## src/rtl/pfr_pkg.sv

```systemverilog
package pfr_pkg;

  typedef enum logic [1:0] {
    SYM_ZERO = 2'd0,
    SYM_ONE  = 2'd1,
    SYM_SOF  = 2'd2,
    SYM_BAD  = 2'd3
  } sym_e;

  typedef enum logic [1:0] {
    RX_WAIT  = 2'd0,
    RX_IDLE  = 2'd1,
    RX_FRAME = 2'd2
  } rx_state_e;

  localparam logic [7:0] CRC_POLY    = 8'h1D;
  localparam logic [7:0] CRC_INIT    = 8'hFF;
  localparam logic [7:0] CRC_RESIDUE = 8'hC4;

  localparam int CC_TIMING = 0;
  localparam int CC_PART   = 1;
  localparam int CC_CRC    = 2;
  localparam int CC_OVR    = 3;
  localparam int CC_ARB    = 4;

  function automatic logic [7:0] crc8_step(input logic [7:0] c, input logic b);
    logic fb;
    fb = c[7] ^ b;
    return {c[6:0], 1'b0} ^ (fb ? CRC_POLY : 8'h00);
  endfunction

endpackage

```

## src/rtl/pfr_state_timer.sv

```systemverilog
module pfr_state_timer #(
  parameter int EOD_CYC  = 326,
  parameter int IDLE_CYC = 478,
  parameter int CW       = 9
) (
  input  logic          clk,
  input  logic          rst,
  input  logic          bus_in,
  output logic          ev,
  output logic          ev_lvl,
  output logic [CW-1:0] ev_dur,
  output logic          eod_hit,
  output logic          idle_hit
);
  localparam logic [CW-1:0] CNT_SAT = CW'(IDLE_CYC + 1);
  localparam logic [CW-1:0] EOD_C   = CW'(EOD_CYC);
  localparam logic [CW-1:0] IDLE_C  = CW'(IDLE_CYC);

  logic          bus_q;
  logic          lvl;
  logic [CW-1:0] cnt;

  always_ff @(posedge clk) begin
    if (rst) begin
      bus_q  <= 1'b0;
      lvl    <= 1'b0;
      cnt    <= '0;
      ev     <= 1'b0;
      ev_lvl <= 1'b0;
      ev_dur <= '0;
    end else begin
      bus_q <= bus_in;
      if (bus_q != lvl) begin
        ev     <= 1'b1;
        ev_lvl <= lvl;
        ev_dur <= cnt;
        lvl    <= bus_q;
        cnt    <= CW'(1);
      end else begin
        ev <= 1'b0;
        if (cnt != CNT_SAT) cnt <= cnt + 1'b1;
      end
    end
  end

  assign eod_hit  = !lvl && (cnt == EOD_C);
  assign idle_hit = !lvl && (cnt == IDLE_C);

  // a reported state always lasted at least one cycle
  assert_dur_nonzero_R1: assert property (@(posedge clk) disable iff (rst)
    ev |-> (ev_dur != '0));

endmodule

```

## src/rtl/pfr_symbol_classify.sv

```systemverilog
module pfr_symbol_classify
  import pfr_pkg::*;
#(
  parameter int SHORT_MIN_CYC = 68,
  parameter int LONG_MIN_CYC  = 192,
  parameter int SOF_MIN_CYC   = 326,
  parameter int SOF_MAX_CYC   = 478,
  parameter int CW            = 9
) (
  input  logic          lvl,
  input  logic [CW-1:0] dur,
  output sym_e          sym
);
  localparam logic [CW-1:0] S_MIN  = CW'(SHORT_MIN_CYC);
  localparam logic [CW-1:0] L_MIN  = CW'(LONG_MIN_CYC);
  localparam logic [CW-1:0] F_MIN  = CW'(SOF_MIN_CYC);
  localparam logic [CW-1:0] F_MAX  = CW'(SOF_MAX_CYC);

  always_comb begin
    sym = SYM_BAD;
    if (lvl) begin
      if (dur < S_MIN)      sym = SYM_BAD;
      else if (dur < L_MIN) sym = SYM_ONE;
      else if (dur < F_MIN) sym = SYM_ZERO;
      else if (dur < F_MAX) sym = SYM_SOF;
      else                  sym = SYM_BAD;
    end else begin
      if (dur < S_MIN)      sym = SYM_BAD;
      else if (dur < L_MIN) sym = SYM_ZERO;
      else if (dur < F_MIN) sym = SYM_ONE;
      else                  sym = SYM_BAD;
    end
  end

endmodule

```

## src/rtl/pfr_frame_assembler.sv

```systemverilog
module pfr_frame_assembler
  import pfr_pkg::*;
#(
  parameter int SOF_MIN_CYC = 326,
  parameter int SOF_MAX_CYC = 478,
  parameter int CW          = 9
) (
  input  logic          clk,
  input  logic          rst,
  input  logic          ev,
  input  logic          ev_lvl,
  input  logic [CW-1:0] ev_dur,
  input  sym_e          sym,
  input  logic          eod_hit,
  input  logic          idle_hit,
  input  logic          fifo_full,
  output logic          fifo_wr_en,
  output logic [7:0]    fifo_wr_data,
  output logic          rx_irq
);
  rx_state_e  state;
  logic [7:0] sh;
  logic [7:0] pend;
  logic       have_pend;
  logic [2:0] bitcnt;
  logic [7:0] crc;
  logic       ovr;

  logic       bit_val;
  logic [7:0] new_byte;
  logic [7:0] code_eod;
  logic [7:0] code_err;

  always_comb begin
    bit_val  = (sym == SYM_ONE);
    new_byte = {sh[6:0], bit_val};
    code_eod = 8'h00;
    code_eod[CC_PART] = (bitcnt != 3'd0);
    code_eod[CC_CRC]  = (crc != CRC_RESIDUE);
    code_eod[CC_OVR]  = ovr;
    code_eod[CC_ARB]  = 1'b0;
    code_err = 8'h00;
    code_err[CC_TIMING] = 1'b1;
    code_err[CC_PART]   = (bitcnt != 3'd0);
    code_err[CC_OVR]    = ovr;
    code_err[CC_ARB]    = 1'b0;
  end

  always_ff @(posedge clk) begin
    if (rst) begin
      state        <= RX_WAIT;
      sh           <= '0;
      pend         <= '0;
      have_pend    <= 1'b0;
      bitcnt       <= '0;
      crc          <= CRC_INIT;
      ovr          <= 1'b0;
      fifo_wr_en   <= 1'b0;
      fifo_wr_data <= '0;
      rx_irq       <= 1'b0;
    end else begin
      fifo_wr_en <= 1'b0;
      rx_irq     <= 1'b0;
      case (state)
        RX_WAIT: begin
          if (idle_hit) state <= RX_IDLE;
        end
        RX_IDLE: begin
          if (ev && ev_lvl && sym == SYM_SOF) begin
            state     <= RX_FRAME;
            crc       <= CRC_INIT;
            bitcnt    <= '0;
            have_pend <= 1'b0;
            ovr       <= 1'b0;
          end
        end
        RX_FRAME: begin
          if (eod_hit) begin
            if (!fifo_full) begin
              fifo_wr_en   <= 1'b1;
              fifo_wr_data <= code_eod;
            end
            rx_irq <= 1'b1;
            state  <= RX_WAIT;
          end else if (ev) begin
            if (sym == SYM_ZERO || sym == SYM_ONE) begin
              sh  <= new_byte;
              crc <= crc8_step(crc, bit_val);
              if (bitcnt == 3'd7) begin
                bitcnt    <= '0;
                pend      <= new_byte;
                have_pend <= 1'b1;
                if (have_pend) begin
                  if (!fifo_full && !ovr) begin
                    fifo_wr_en   <= 1'b1;
                    fifo_wr_data <= pend;
                  end else begin
                    ovr <= 1'b1;
                  end
                end
              end else begin
                bitcnt <= bitcnt + 1'b1;
              end
            end else begin
              if (!fifo_full) begin
                fifo_wr_en   <= 1'b1;
                fifo_wr_data <= code_err;
              end
              rx_irq <= 1'b1;
              state  <= RX_WAIT;
            end
          end
        end
        default: state <= RX_WAIT;
      endcase
    end
  end

  // never write into a FIFO that reported full the cycle before
  assert_no_write_full_R9: assert property (@(posedge clk) disable iff (rst)
    fifo_wr_en |-> !$past(fifo_full));

  // the completion strobe lasts a single cycle
  assert_irq_one_cycle_R10: assert property (@(posedge clk) disable iff (rst)
    rx_irq |=> !rx_irq);

  // entry into a frame only from idle on a start-of-frame-length active state
  assert_frame_needs_sof_R2: assert property (@(posedge clk) disable iff (rst)
    (state == RX_FRAME && $past(state) != RX_FRAME) |->
      ($past(state) == RX_IDLE && $past(ev) && $past(ev_lvl) &&
       $past(ev_dur) >= CW'(SOF_MIN_CYC) && $past(ev_dur) < CW'(SOF_MAX_CYC)));

  // a completion write carries a clear arbitration bit and zero top bits
  assert_code_fields_R11: assert property (@(posedge clk) disable iff (rst)
    (rx_irq && fifo_wr_en) |-> (fifo_wr_data[7:4] == 4'h0));

endmodule

```

## src/rtl/pulse_frame_rx.sv

```systemverilog
module pulse_frame_rx
  import pfr_pkg::*;
#(
  parameter int SHORT_MIN_CYC = 68,
  parameter int LONG_MIN_CYC  = 192,
  parameter int SOF_MIN_CYC   = 326,
  parameter int SOF_MAX_CYC   = 478,
  parameter int EOD_CYC       = 326,
  parameter int IDLE_CYC      = 478
) (
  input  logic       clk,
  input  logic       rst,
  input  logic       bus_in,
  input  logic       fifo_full,
  output logic       fifo_wr_en,
  output logic [7:0] fifo_wr_data,
  output logic       rx_irq
);
  localparam int CW = $clog2(IDLE_CYC + 2);

  logic          ev;
  logic          ev_lvl;
  logic [CW-1:0] ev_dur;
  logic          eod_hit;
  logic          idle_hit;
  sym_e          sym;

  pfr_state_timer #(
    .EOD_CYC (EOD_CYC),
    .IDLE_CYC(IDLE_CYC),
    .CW      (CW)
  ) u_timer (
    .clk     (clk),
    .rst     (rst),
    .bus_in  (bus_in),
    .ev      (ev),
    .ev_lvl  (ev_lvl),
    .ev_dur  (ev_dur),
    .eod_hit (eod_hit),
    .idle_hit(idle_hit)
  );

  pfr_symbol_classify #(
    .SHORT_MIN_CYC(SHORT_MIN_CYC),
    .LONG_MIN_CYC (LONG_MIN_CYC),
    .SOF_MIN_CYC  (SOF_MIN_CYC),
    .SOF_MAX_CYC  (SOF_MAX_CYC),
    .CW           (CW)
  ) u_classify (
    .lvl(ev_lvl),
    .dur(ev_dur),
    .sym(sym)
  );

  pfr_frame_assembler #(
    .SOF_MIN_CYC(SOF_MIN_CYC),
    .SOF_MAX_CYC(SOF_MAX_CYC),
    .CW         (CW)
  ) u_asm (
    .clk         (clk),
    .rst         (rst),
    .ev          (ev),
    .ev_lvl      (ev_lvl),
    .ev_dur      (ev_dur),
    .sym         (sym),
    .eod_hit     (eod_hit),
    .idle_hit    (idle_hit),
    .fifo_full   (fifo_full),
    .fifo_wr_en  (fifo_wr_en),
    .fifo_wr_data(fifo_wr_data),
    .rx_irq      (rx_irq)
  );

  // end-of-data must be reachable before the idle count, or frames never close
  initial begin
    assert_eod_before_idle_R4: assert (EOD_CYC < IDLE_CYC && SOF_MIN_CYC <= EOD_CYC);
  end

endmodule

```

## config.mk

```make
export PLATFORM = sky130hd
export DESIGN_NAME = pulse_frame_rx
export DESIGN_NICKNAME = d
export VERILOG_FILES = /design/src/rtl/pfr_pkg.sv /design/src/rtl/pfr_state_timer.sv /design/src/rtl/pfr_symbol_classify.sv /design/src/rtl/pfr_frame_assembler.sv /design/src/rtl/pulse_frame_rx.sv
export SDC_FILE = /design/constraint.sdc
export NUM_CORES = 1
export LEC_CHECK = 0
export ABC_AREA = 0
export CAP_MARGIN = 20
export CORE_AREA = 2 2 86 88
export CTS_CLUSTER_SIZE = 28
export DETAILED_ROUTE_END_ITERATION = 8
export DIE_AREA = 0 0 88 90
export SYNTH_ARGS = -nofsm -noshare
export SYNTH_HDL_FRONTEND = slang
export SYNTH_SLANG_ARGS = --single-unit
export TNS_END_PERCENT = 1
```

## constraint.sdc

```tcl
create_clock -name clk -period 2.9 [get_ports clk]
set_input_delay 0.29 -clock clk [delete_from_list [all_inputs] [get_ports clk]]
set_output_delay 0.29 -clock clk [all_outputs]
set_load 0.03 [all_outputs]
```

==> run metrics <==
Slowest-stage cell, CP sky130_fd_sc_hd__or4_4; first-pass GRT wire length about 9.7 mm; Final GP Congestion 0.8112; maximum fanout encountered on the critical timing path 8; starting density of the core roughly two fifths; combinational power share 2.7%; overflow left after global routing 0; Worst Path Arrival 2.74 ns; Overall Global Routing Usage 15.55%; highest cell delay on the worst timing path 0.54 ns; Setup Viol. Count Final 0; critical path required time 3.11 ns; Nets 310; Critical Path Source Type register; violation count after the first detailed-routing iteration 128; post-synth design cell area 2751 um2; number of library cell types mapped by synthesis 59; number of H-tree levels 3; antenna violations before repair 0; Chip Height around 90 um; PortBufs 13; synthesized netlist net count 298; timing-limited maximum frequency 395.0 MHz; clock transition time at the flip-flop clock pins of the worst setup and hold paths 0.07 ns; power density normalized to cell area 597.6 nW/um2; core region area approximately 7000 um2; count of pins on the block boundary 14; post-placement worst setup slack 0.3981 ns; post-CTS repair timing setup buffer count 0; actual transition at the worst max-transition pin approximately 0.63 ns; TritonCTS clock tree built; most instantiated flip-flop cell in the synthesis netlist sky130_fd_sc_hd__dfxtp_1; total of flip-flops plus latches after synthesis 61; area added between synthesis and finish 16.78%; outcome complete, no violations; overall via count from detail_route between 2,000 and 2,500; number of instances in the synthesized netlist 289; warnings from Yosys 0; filler instances 652; critical path endpoint category register; unrepaired setup endpoints after global routing no; vias in the first global route 2,047; Die Span X between 80 and 90 um; number of buffers inserted during clock tree synthesis 9; post-route fraction of the period consumed by the critical path 87.29%; buffer and inverter count on the worst path 0; sequential share of the synthesized area 44.38%; Std-Cell Rows 31; max-cap check violation count 0; final critical-path setup slack 0.3685 ns; Avg Vias per Cell 5.096; number of synthesized flops with an enable pin 0; DIE AREA just under 8000 um2; hold buffers post-CTS 0; switching fraction of total power about a fifth; worst voltage drop across the vdd grid 0.5089 mV; post-synthesis async set-or-reset flop share 0%; final period demand of the worst path 2.531 ns; crit-path leading delay family simple AND/OR/NAND/NOR gates; leakage dissipation 1.307 nW; Sw Pwr between 300 and 400 uW; DRC violations left 0; sequential share of power between 40% and 50%; insertion delay to the later sink of the worst-skew pair 0.34 ns; final hold vios 0; total negative setup slack 0 ns; area occupied by multi-input gates 1423 um2; deepest clock path buffer count 2; largest net degree at the start of global routing between 40 and 50; Routed WL 5.543 mm; post-CTS resize count 0; drt first pass iters 4; cell internal power dissipation 1.524 mW; commonest cells after routing, fill and taps aside sky130_fd_sc_hd__dfxtp_1, sky130_fd_sc_hd__nor2_1, sky130_fd_sc_hd__mux2i_1, sky130_fd_sc_hd__a21oi_1, sky130_fd_sc_hd__nand2_1; layout cells sized above 1 13.40%; final routed wire length divided by cell count around 14 um; ordered list of cells on the worst path or4_4, and3_4, or4b_4, a311o_4, a211oi_1, nor3_1; part of the total power dissipated in the clock network 53.0%; antenna diode count 0; Setup CP Type register to register; CTS Root Cell sky130_fd_sc_hd__clkbuf_8; worst slew margin relative to its limit between 50 and 60%; most common library cell in the layout ignoring fill and taps sky130_fd_sc_hd__dfxtp_1; mean instance size in the synthesized netlist ~9.5 um2; clock net sink count 61; storage element area 1221 um2; Final Max Tran Viols 0; setup clock skew after layout between 0.007 and 0.008 ns; number of nets with antenna violations after detailed routing 0; HPWL after DPL 3.687 mm; Tightest Hold Check Type register to register
[power groups by stage]
| stage | combinational, mW | clock [mW] | sequential, mW |
|---|---|---|---|
| 3_5_place_dp | 0.0504 | 0 | 0.870 |
| 4_1_cts | 0.0510 | 1.03 | 0.851 |
| 6_report | 0.0512 | 1.02 | 0.851 |
| 2_1_floorplan | 0.0378 | 0 | 0.869 |
| 5_1_grt | 0.0568 | 1.08 | 0.852 |
| 3_3_place_gp | 0.0500 | 0 | 0.870 |
[synth_stat cells (2+ instances only)]
cell / instances / area share (%)
sky130_fd_sc_hd__nand2_1: 16 / 2.2
sky130_fd_sc_hd__nor3b_1: 4 / 1.1
sky130_fd_sc_hd__nor2b_1: 2 / 0.45
sky130_fd_sc_hd__a22o_1: 6 / 1.9
sky130_fd_sc_hd__o21ai_0: 11 / 2.0
sky130_fd_sc_hd__nand4b_1: 4 / 1.3
sky130_fd_sc_hd__mux2i_1: 23 / 8.4
sky130_fd_sc_hd__or3_1: 4 / 0.91
sky130_fd_sc_hd__and2_1: 2 / 0.45
sky130_fd_sc_hd__a211oi_1: 4 / 1.1
sky130_fd_sc_hd__nand3_1: 11 / 2.0
sky130_fd_sc_hd__and3_1: 3 / 0.68
sky130_fd_sc_hd__or3_2: 2 / 0.55
sky130_fd_sc_hd__nor3_1: 6 / 1.1
sky130_fd_sc_hd__clkbuf_1: 8 / 1.1
sky130_fd_sc_hd__nor2_1: 36 / 4.9
sky130_fd_sc_hd__a31oi_1: 3 / 0.68
sky130_fd_sc_hd__dfxtp_1: 61 / 44
sky130_fd_sc_hd__buf_2: 3 / 0.55
sky130_fd_sc_hd__nand3b_1: 2 / 0.55
sky130_fd_sc_hd__xnor2_1: 8 / 2.5
sky130_fd_sc_hd__ha_1: 5 / 2.3
sky130_fd_sc_hd__or2_2: 2 / 0.45
sky130_fd_sc_hd__xor2_1: 4 / 1.3
sky130_fd_sc_hd__nand4_1: 3 / 0.68
sky130_fd_sc_hd__inv_1: 6 / 0.82
sky130_fd_sc_hd__o211ai_1: 2 / 0.55
sky130_fd_sc_hd__a21oi_1: 17 / 3.1
[cell type report]
cell class	instances	area share, %
inverter	6	0.7009
timing repair buffer	16	4.751
multi-input combinational	207	44.28
sequential	61	38.01
tap	99	3.855
clock buffer	9	3.855
clock inverter	7	4.556
[sequential cells by signal, indices dropped and copies added (netlist names)]
name,count
u_timer.cnt,9
u_asm.crc,8
u_asm.fifo_wr_data,8
u_asm.pend,8
u_timer.ev_dur,8
u_asm.sh,7
u_asm.bitcnt,3
u_asm.state,2
u_asm.fifo_wr_en,1
u_asm.have_pend,1
u_asm.ovr,1
u_asm.rx_irq,1
u_timer.bus_q,1
u_timer.ev,1
u_timer.ev_lvl,1
u_timer.lvl,1
[per-layer routing]
| metal | wire, um | vias up | global-route usage [%] |
|---|---|---|---|
| met5 | 0 | - | 0 |
| met4 | 91 | 0 | 6.667 |
| met3 | 123 | 10 | 5.051 |
| met2 | 2473 | 18 | 22.60 |
| met1 | 2856 | 968 | 20.95 |
| li1 | - | 1068 | - |
[path summary, 6_finish.rpt]
path | from | to | slack [ns] | depth (start not counted)
min reg2reg | u_asm.state[1] | u_asm.state[0] | 0.45 | 1
max reg2reg | u_timer.ev_dur[4] | u_asm.fifo_wr_data[2] | 0.37 | 6
max | u_timer.ev_dur[4] | u_asm.fifo_wr_data[2] | 0.37 | 6
min | u_asm.state[1] | u_asm.state[0] | 0.45 | 1
[per-stage QoR]
| step | util [%] | power [mW] | area, um2 | instances | hold slack [ns] |
|---|---|---|---|---|---|
| floorplan | - | 0.9067 | 2751 | 289 | 0.3801 |
| global placement | 41.92 | 0.9200 | 2943 | 389 | 0.4343 |
| detailed placement | 41.92 | 0.9207 | 2943 | 389 | 0.4349 |
| CTS | 45.77 | 1.933 | 3213 | 405 | 0.4487 |
| global route | 45.77 | 1.985 | 3213 | 405 | 0.4809 |
| finish | 45.77 | 1.920 | 3213 | 405 | 0.4541 |
[logic make-up (layout without fill, tap and decap cells)]
| kind of cell | after synthesis | after routing | share of synthesized area (%) |
|---|---|---|---|
| AND/OR/NAND/NOR | 112 | 112 | 22.51 |
| adder cells (fa/ha/maj) | 5 | 5 | 2.274 |
| multiplexers | 24 | 24 | 8.777 |
| buffers and inverters | 21 | 38 | 3.911 |
| flip-flops | 61 | 61 | 44.38 |
| XOR/XNOR | 12 | 12 | 3.820 |
| AO/OA/AOI/OAI | 54 | 54 | 14.33 |
Note: power is estimated with default switching activity, not from simulation.
